<file path="config.mk">
export PLATFORM = sky130hd
export DESIGN_NAME = reg_wr_buffer
export DESIGN_NICKNAME = d
export VERILOG_FILES = /design/src/rtl/rwb_pkg.sv /design/src/rtl/rwb_ctrl_tbl.sv /design/src/rtl/rwb_data_store.sv /design/src/rtl/rwb_fill_cnt.sv /design/src/rtl/reg_wr_buffer.sv
export SDC_FILE = /design/constraint.sdc
export NUM_CORES = 2
export LEC_CHECK = 0
export BUFFER_PORTS_ARGS = -buffer_cell sky130_fd_sc_hd__buf_2
export CAP_MARGIN = 20
export CORE_MARGIN = 2
export CORE_UTILIZATION = 54
export CTS_CLUSTER_DIAMETER = 100
export DETAILED_ROUTE_END_ITERATION = 8
export PLACE_DENSITY = 0.7
export REMOVE_ABC_BUFFERS = 1
export SYNTH_ARGS = -nofsm -noshare
export SYNTH_HDL_FRONTEND = slang
export SYNTH_SLANG_ARGS = --single-unit
</file>
<file path="constraint.sdc">
create_clock -name clk -period 8.4 [get_ports clk]
set_clock_uncertainty 0.05 [all_clocks]
set_input_delay 0.84 -clock clk [delete_from_list [all_inputs] [get_ports clk]]
set_output_delay 0.84 -clock clk [all_outputs]
set_load 0.05 [all_outputs]
</file>
<file path="src/rtl/rwb_pkg.sv">
`timescale 1ns/1ps
package rwb_pkg;
   localparam int unsigned RWB_DATA_W = 32;
   localparam int unsigned RWB_ADDR_W = 6;
   localparam int unsigned RWB_DEPTH  = 64;

   function automatic int unsigned rwb_cnt_w(input int unsigned depth);
      return $clog2(depth + 1);
   endfunction
endpackage

</file>
<file path="src/rtl/rwb_ctrl_tbl.sv">
`timescale 1ns/1ps
module rwb_ctrl_tbl #(
   parameter int unsigned ADDR_W = 6,
   parameter int unsigned IDX_W  = 6,
   localparam int unsigned NREGS = 1 << ADDR_W
) (
   input  logic              clk,
   input  logic              rst_n,
   input  logic              clr_i,
   input  logic              wr_en_i,
   input  logic [ADDR_W-1:0] wr_addr_i,
   input  logic [IDX_W-1:0]  alloc_idx_i,
   input  logic [ADDR_W-1:0] rd_addr_i,
   output logic              wr_hit_o,
   output logic [IDX_W-1:0]  wr_idx_o,
   output logic              rd_hit_o,
   output logic [IDX_W-1:0]  rd_idx_o
);
   logic [NREGS-1:0] valid_q;
   logic [IDX_W-1:0] idx_q [NREGS];
   logic [NREGS-1:0] new_sel;

   // a clear in the same cycle hides the old contents from the write
   assign wr_hit_o = valid_q[wr_addr_i] & ~clr_i;
   assign wr_idx_o = idx_q[wr_addr_i];
   assign rd_hit_o = valid_q[rd_addr_i];
   assign rd_idx_o = idx_q[rd_addr_i];

   for (genvar g = 0; g < NREGS; g++) begin : g_sel
      assign new_sel[g] = wr_en_i & ~wr_hit_o & (wr_addr_i == ADDR_W'(g));
   end

   always_ff @(posedge clk or negedge rst_n) begin
      if (!rst_n) begin
         valid_q <= '0;
      end else begin
         for (int i = 0; i < NREGS; i++) begin
            if (new_sel[i])  valid_q[i] <= 1'b1;
            else if (clr_i)  valid_q[i] <= 1'b0;
         end
      end
   end

   always_ff @(posedge clk) begin
      for (int i = 0; i < NREGS; i++) begin
         if (new_sel[i]) idx_q[i] <= alloc_idx_i;
      end
   end

   AST_ALLOC_MARKS: assert property (@(posedge clk) disable iff (!rst_n)
      (wr_en_i && !wr_hit_o) |=> valid_q[$past(wr_addr_i)]);
   AST_CLR_DROPS: assert property (@(posedge clk) disable iff (!rst_n)
      (clr_i && !wr_en_i) |=> (valid_q == '0));
endmodule

</file>
<file path="src/rtl/rwb_data_store.sv">
`timescale 1ns/1ps
module rwb_data_store #(
   parameter int unsigned ENT_W = 38,
   parameter int unsigned DEPTH = 64,
   localparam int unsigned IDX_W = $clog2(DEPTH)
) (
   input  logic             clk,
   input  logic             rst_n,
   input  logic             we_i,
   input  logic [IDX_W-1:0] widx_i,
   input  logic [ENT_W-1:0] wentry_i,
   input  logic [IDX_W-1:0] ridx_i,
   output logic [ENT_W-1:0] rentry_o
);
   logic [ENT_W-1:0] mem_q [DEPTH];

   always_ff @(posedge clk) begin
      if (we_i) mem_q[widx_i] <= wentry_i;
   end

   // registered read samples the array before this edge's write
   always_ff @(posedge clk or negedge rst_n) begin
      if (!rst_n) rentry_o <= '0;
      else        rentry_o <= mem_q[ridx_i];
   end
endmodule

</file>
<file path="src/rtl/rwb_fill_cnt.sv">
`timescale 1ns/1ps
module rwb_fill_cnt #(
   parameter int unsigned DEPTH = 64,
   localparam int unsigned IDX_W = $clog2(DEPTH),
   localparam int unsigned CNT_W = $clog2(DEPTH + 1)
) (
   input  logic             clk,
   input  logic             rst_n,
   input  logic             clr_i,
   input  logic             alloc_i,
   output logic [IDX_W-1:0] alloc_idx_o,
   output logic [CNT_W-1:0] cnt_o
);
   logic [CNT_W-1:0] base;

   assign base        = clr_i ? '0 : cnt_o;
   assign alloc_idx_o = base[IDX_W-1:0];

   always_ff @(posedge clk or negedge rst_n) begin
      if (!rst_n) cnt_o <= '0;
      else        cnt_o <= base + CNT_W'(alloc_i);
   end

   AST_CNT_BOUND: assert property (@(posedge clk) disable iff (!rst_n)
      cnt_o <= CNT_W'(DEPTH));
   AST_MISS_INC: assert property (@(posedge clk) disable iff (!rst_n)
      (alloc_i && !clr_i) |=> (cnt_o == $past(cnt_o) + 1'b1));
   AST_HIT_HOLD: assert property (@(posedge clk) disable iff (!rst_n)
      (!alloc_i && !clr_i) |=> $stable(cnt_o));
   AST_CLR_RESTART: assert property (@(posedge clk) disable iff (!rst_n)
      clr_i |=> (cnt_o == CNT_W'($past(alloc_i))));
endmodule

</file>
<file path="src/rtl/reg_wr_buffer.sv">
`timescale 1ns/1ps
module reg_wr_buffer
   import rwb_pkg::*;
#(
   parameter int unsigned DATA_W = RWB_DATA_W,
   parameter int unsigned ADDR_W = RWB_ADDR_W,
   parameter int unsigned DEPTH  = RWB_DEPTH,
   localparam int unsigned IDX_W = $clog2(DEPTH),
   localparam int unsigned CNT_W = rwb_cnt_w(DEPTH),
   localparam int unsigned ENT_W = DATA_W + ADDR_W
) (
   input  logic              clk,
   input  logic              rst_n,
   input  logic              clr_i,
   input  logic              wr_en_i,
   input  logic [ADDR_W-1:0] wr_addr_i,
   input  logic [DATA_W-1:0] wr_data_i,
   input  logic [ADDR_W-1:0] rd_addr_i,
   output logic [ADDR_W-1:0] main_rd_addr_o,
   input  logic [DATA_W-1:0] main_rd_data_i,
   output logic [DATA_W-1:0] rd_data_o,
   output logic              rd_hit_o,
   output logic [CNT_W-1:0]  used_o
);
   // every register must fit, so the buffer can never overflow
   if (DEPTH < (1 << ADDR_W)) begin : g_bad_depth
      initial $error("DEPTH must cover all register numbers");
   end
   if (DATA_W == 0) begin : g_bad_width
      initial $error("DATA_W must be nonzero");
   end

   logic             wr_hit, rd_hit_c, alloc;
   logic [IDX_W-1:0] wr_idx, rd_idx, alloc_idx, widx;
   logic [ENT_W-1:0] rentry;
   logic [ADDR_W-1:0] rd_addr_q;

   rwb_ctrl_tbl #(.ADDR_W(ADDR_W), .IDX_W(IDX_W)) u_tbl (
      .clk(clk), .rst_n(rst_n), .clr_i(clr_i),
      .wr_en_i(wr_en_i), .wr_addr_i(wr_addr_i), .alloc_idx_i(alloc_idx),
      .rd_addr_i(rd_addr_i),
      .wr_hit_o(wr_hit), .wr_idx_o(wr_idx),
      .rd_hit_o(rd_hit_c), .rd_idx_o(rd_idx)
   );

   assign alloc = wr_en_i & ~wr_hit;
   assign widx  = wr_hit ? wr_idx : alloc_idx;

   rwb_fill_cnt #(.DEPTH(DEPTH)) u_cnt (
      .clk(clk), .rst_n(rst_n), .clr_i(clr_i), .alloc_i(alloc),
      .alloc_idx_o(alloc_idx), .cnt_o(used_o)
   );

   rwb_data_store #(.ENT_W(ENT_W), .DEPTH(DEPTH)) u_mem (
      .clk(clk), .rst_n(rst_n), .we_i(wr_en_i), .widx_i(widx),
      .wentry_i({wr_addr_i, wr_data_i}), .ridx_i(rd_idx), .rentry_o(rentry)
   );

   assign main_rd_addr_o = rd_addr_i;

   always_ff @(posedge clk or negedge rst_n) begin
      if (!rst_n) begin
         rd_hit_o  <= 1'b0;
         rd_addr_q <= '0;
      end else begin
         rd_hit_o  <= rd_hit_c;
         rd_addr_q <= rd_addr_i;
      end
   end

   assign rd_data_o = rd_hit_o ? rentry[DATA_W-1:0] : main_rd_data_i;

   AST_TAG_MATCH: assert property (@(posedge clk) disable iff (!rst_n)
      rd_hit_o |-> (rentry[ENT_W-1:DATA_W] == rd_addr_q));
   AST_MISS_PASS: assert property (@(posedge clk) disable iff (!rst_n)
      !rd_hit_o |-> (rd_data_o == main_rd_data_i));
endmodule

</file>
==> flow_summary.json <==
{
  "area_growth_pct": 12.6,
  "clkSinkCount": 2536,
  "start_util": 0.543,
  "hold_viol": 0,
  "path_class": "input port to register",
  "setup_viol": 0,
  "maxCapViolations": 0,
  "cts_tree": "yes",
  "crit_path_frequent_cell": "buf_4",
  "grt_pass1_vias": 50873,
  "cp_slowest_cell": "nor2_4",
  "drt_iter0_drc": 7860,
  "crit_buf_inv": 4,
  "dr.pass1.iters": 6,
  "critPathLaunchType": "input port",
  "rsz0062_at_grt": "no",
  "track_usage": 0.278,
  "layout_setup_ws_ns": 2.37,
  "ant_nets": 0,
  "drc_errors": 0,
  "crit_arrival_ns": 6.57,
  "fillers": 12675,
  "r2r_cells": 8,
  "cp_top_family": "simple AND/OR/NAND/NOR gates",
  "cts_resized": 0,
  "tritoncts.num_buffers": 237,
  "clkLatencyLatePin_ns": 0.89,
  "fp-row-count": 158,
  "gp_congestion": 0.894,
  "grt_max_degree": 71,
  "p_leak_uw": 0.0368,
  "crit_fanout": 59,
  "via_per_inst": 6.72,
  "clkTransAtPathRegs_ns": 0.06,
  "crit_path_end_kind": "register",
  "min_path_type": "register to register",
  "synth.ff_latch_count": 2536,
  "synth.yosys.warnings": 0,
  "hpwlAfterDp_mm": 158,
  "fin_util": 0.612,
  "die_w_um": 436,
  "slew_headroom": 0.151,
  "h-tree-depth": 4,
  "ios": 126,
  "p_per_area_mw_per_mm2": 242,
  "syn_area_sq_mm": 0.101,
  "worstMarginPinSlew_ns": 1.27,
  "seq_area_frac_synth": 0.751,
  "yosys_most_used_dff": "edfxtp_1",
  "fmax_ghz": 0.166,
  "multi_input_area_sq_mm": 0.0241,
  "num_vias": 51836,
  "final_nets": 5101,
  "period_share": 0.718,
  "cts_buffer_depth": 3,
  "drv_slew": 0,
  "hold_depth": 1,
  "syn_area_per_cell_sq_um": 21.2,
  "slowest_delay_ns": 0.88,
  "cts-root-buf": "clkbuf_16",
  "overflow": 0,
  "seq_area_sq_mm": 0.0756,
  "synth-edff-count": 2432,
  "ys_types": 66,
  "status": "finished clean",
  "syn_inst": 4747,
  "drive_gt1_frac": 0.286,
  "cp.depth": 12,
  "tns_ns": 0,
  "cp_cell_sequence": "buf_4, buf_4, buf_4, mux4_2, mux4_2, mux4_2, mux2i_1, nor2_1, nor2b_1, nand2_1, nor2_4, buf_4",
  "wl_per_cell_um": 34.3,
  "dieArea_sq_mm": 0.190,
  "fin_crit_ns": 6.03,
  "wirelength_mm": 264,
  "antenna_found_initial": 18,
  "die_h_um": 436,
  "grt_first_pass_wirelength_mm": 375,
  "io_buffer_count": 125,
  "core_area_sq_mm": 0.185,
  "async_flop_share": 0.0410,
  "vdd_drop_max_uv": 197,
  "pre_cts_slack_ns": 1.43,
  "cp.required_ns": 8.94
}
==> per-layer routing <==
metal,GRT usage,vias to the layer above,share of wire
li1,-,20628,-
met1,0.394,27505,0.38
met2,0.430,3172,0.48
met3,0.0532,513,0.10
met4,0.116,18,0.045
met5,0,-,0.00050
==> state kept, by name (all words and copies together) (netlist names) <==
| register | flops |
|---|---|
| rd_hit_o | 1 |
| u_cnt.cnt_o | 7 |
| u_tbl.idx_q | 384 |
| u_mem.rentry_o | 32 |
| u_mem.mem_q | 2048 |
| u_tbl.valid_q | 64 |
==> final timing paths <==
check	endpoint	slack, ns	start
setup / recovery	u_mem.mem_q[12][28]$_DFFE_PP_	2.37	wr_addr_i[1]
hold / removal	u_tbl.valid_q[54]$_DFFE_PN0P_	0.44	u_tbl.valid_q[54]$_DFFE_PN0P_
setup reg to reg	u_mem.mem_q[46][2]$_DFFE_PP_	2.88	u_tbl.valid_q[55]$_DFFE_PN0P_
hold reg to reg	u_tbl.valid_q[54]$_DFFE_PN0P_	0.44	u_tbl.valid_q[54]$_DFFE_PN0P_
max in group asynchronous	u_mem.rentry_o[20]$_DFF_PN0_	6.31	rst_n
min in group asynchronous	u_mem.rentry_o[16]$_DFF_PN0_	0.49	rst_n
==> cell usage in the layout, fill, tap and decap left out, types with 28 or more instances in the layout <==
cell type,instances
a21o_1,65
a21oi_1,128
a22o_1,28
a22oi_1,171
buf_12,28
buf_2,113
buf_4,178
clkbuf_1,49
clkbuf_16,238
clkinv_1,44
clkinv_2,53
dfrtp_1,103
edfxtp_1,2432
mux2_2,34
mux2i_1,175
mux4_2,681
nand2_1,138
nand3_1,50
nor2_1,90
nor2_4,63
o22ai_1,72
==> synthesized netlist by cell type, drive strengths merged, types with 20 or more instances <==
cell | instances | area (sq um)
a22o | 28 | 245
dfrtp | 104 | 2600
a21oi | 130 | 651
a22oi | 171 | 1280
edfxtp | 2432 | 73000
mux2i | 175 | 1750
nand2 | 143 | 544
nor2 | 153 | 582
or4 | 22 | 165
nor2b | 20 | 125
o22ai | 72 | 450
mux4 | 681 | 15300
a21o | 65 | 488
nand3 | 50 | 250
a211oi | 21 | 158
buf | 206 | 1200
a31oi | 24 | 150
clkbuf | 92 | 345
mux2 | 34 | 383
==> what timing repair did <==
item | in CTS | in global routing
hold buffers | 1 | 0
buffers inserted | 0 | 0
endpoints found under the hold margin | 20 | 0
==> final cells by class <==
type / count / share of cell area
antenna: 7 / 0.000155
sequential: 2536 / 0.668
timing repair buffer: 331 / 0.0228
inverter: 6 / 0.000199
multi-input combinational: 1907 / 0.212
tap: 2480 / 0.0274
clock inverter: 148 / 0.0138
clock buffer: 300 / 0.0558
==> through the flow <==
step | total power (uW) | instance area (sq um) | std cells | hold WS [ns]
4_1_cts | 27500 | 113000 | 7696 | 0.415
3_5_place_dp | 16800 | 105000 | 7247 | 0.431
3_3_place_gp | 16800 | 105000 | 7240 | 0.424
6_report | 27400 | 113000 | 7715 | 0.443
2_1_floorplan | 16600 | 99100 | 4449 | 0.411
5_1_grt | 28100 | 113000 | 7708 | 0.454
==> power breakdown <==
group	leakage (uW)	internal, uW	switching (uW)
clock	0.00384	6130	4670
combinational	0.00941	957	1630
sequential	0.0236	13900	66.1
==> kinds of logic after synthesis <==
group / count (synthesis) / synth area share
compound gates: 563 / 0.0382
xor+xnor: 5 / 0.000435
fa+ha+maj: 2 / 0.000249
buf+inv: 304 / 0.0156
flops: 2536 / 0.751
mux: 890 / 0.174
simple gates: 447 / 0.0206
No activity file was read; power rests on OpenSTA's default activity.
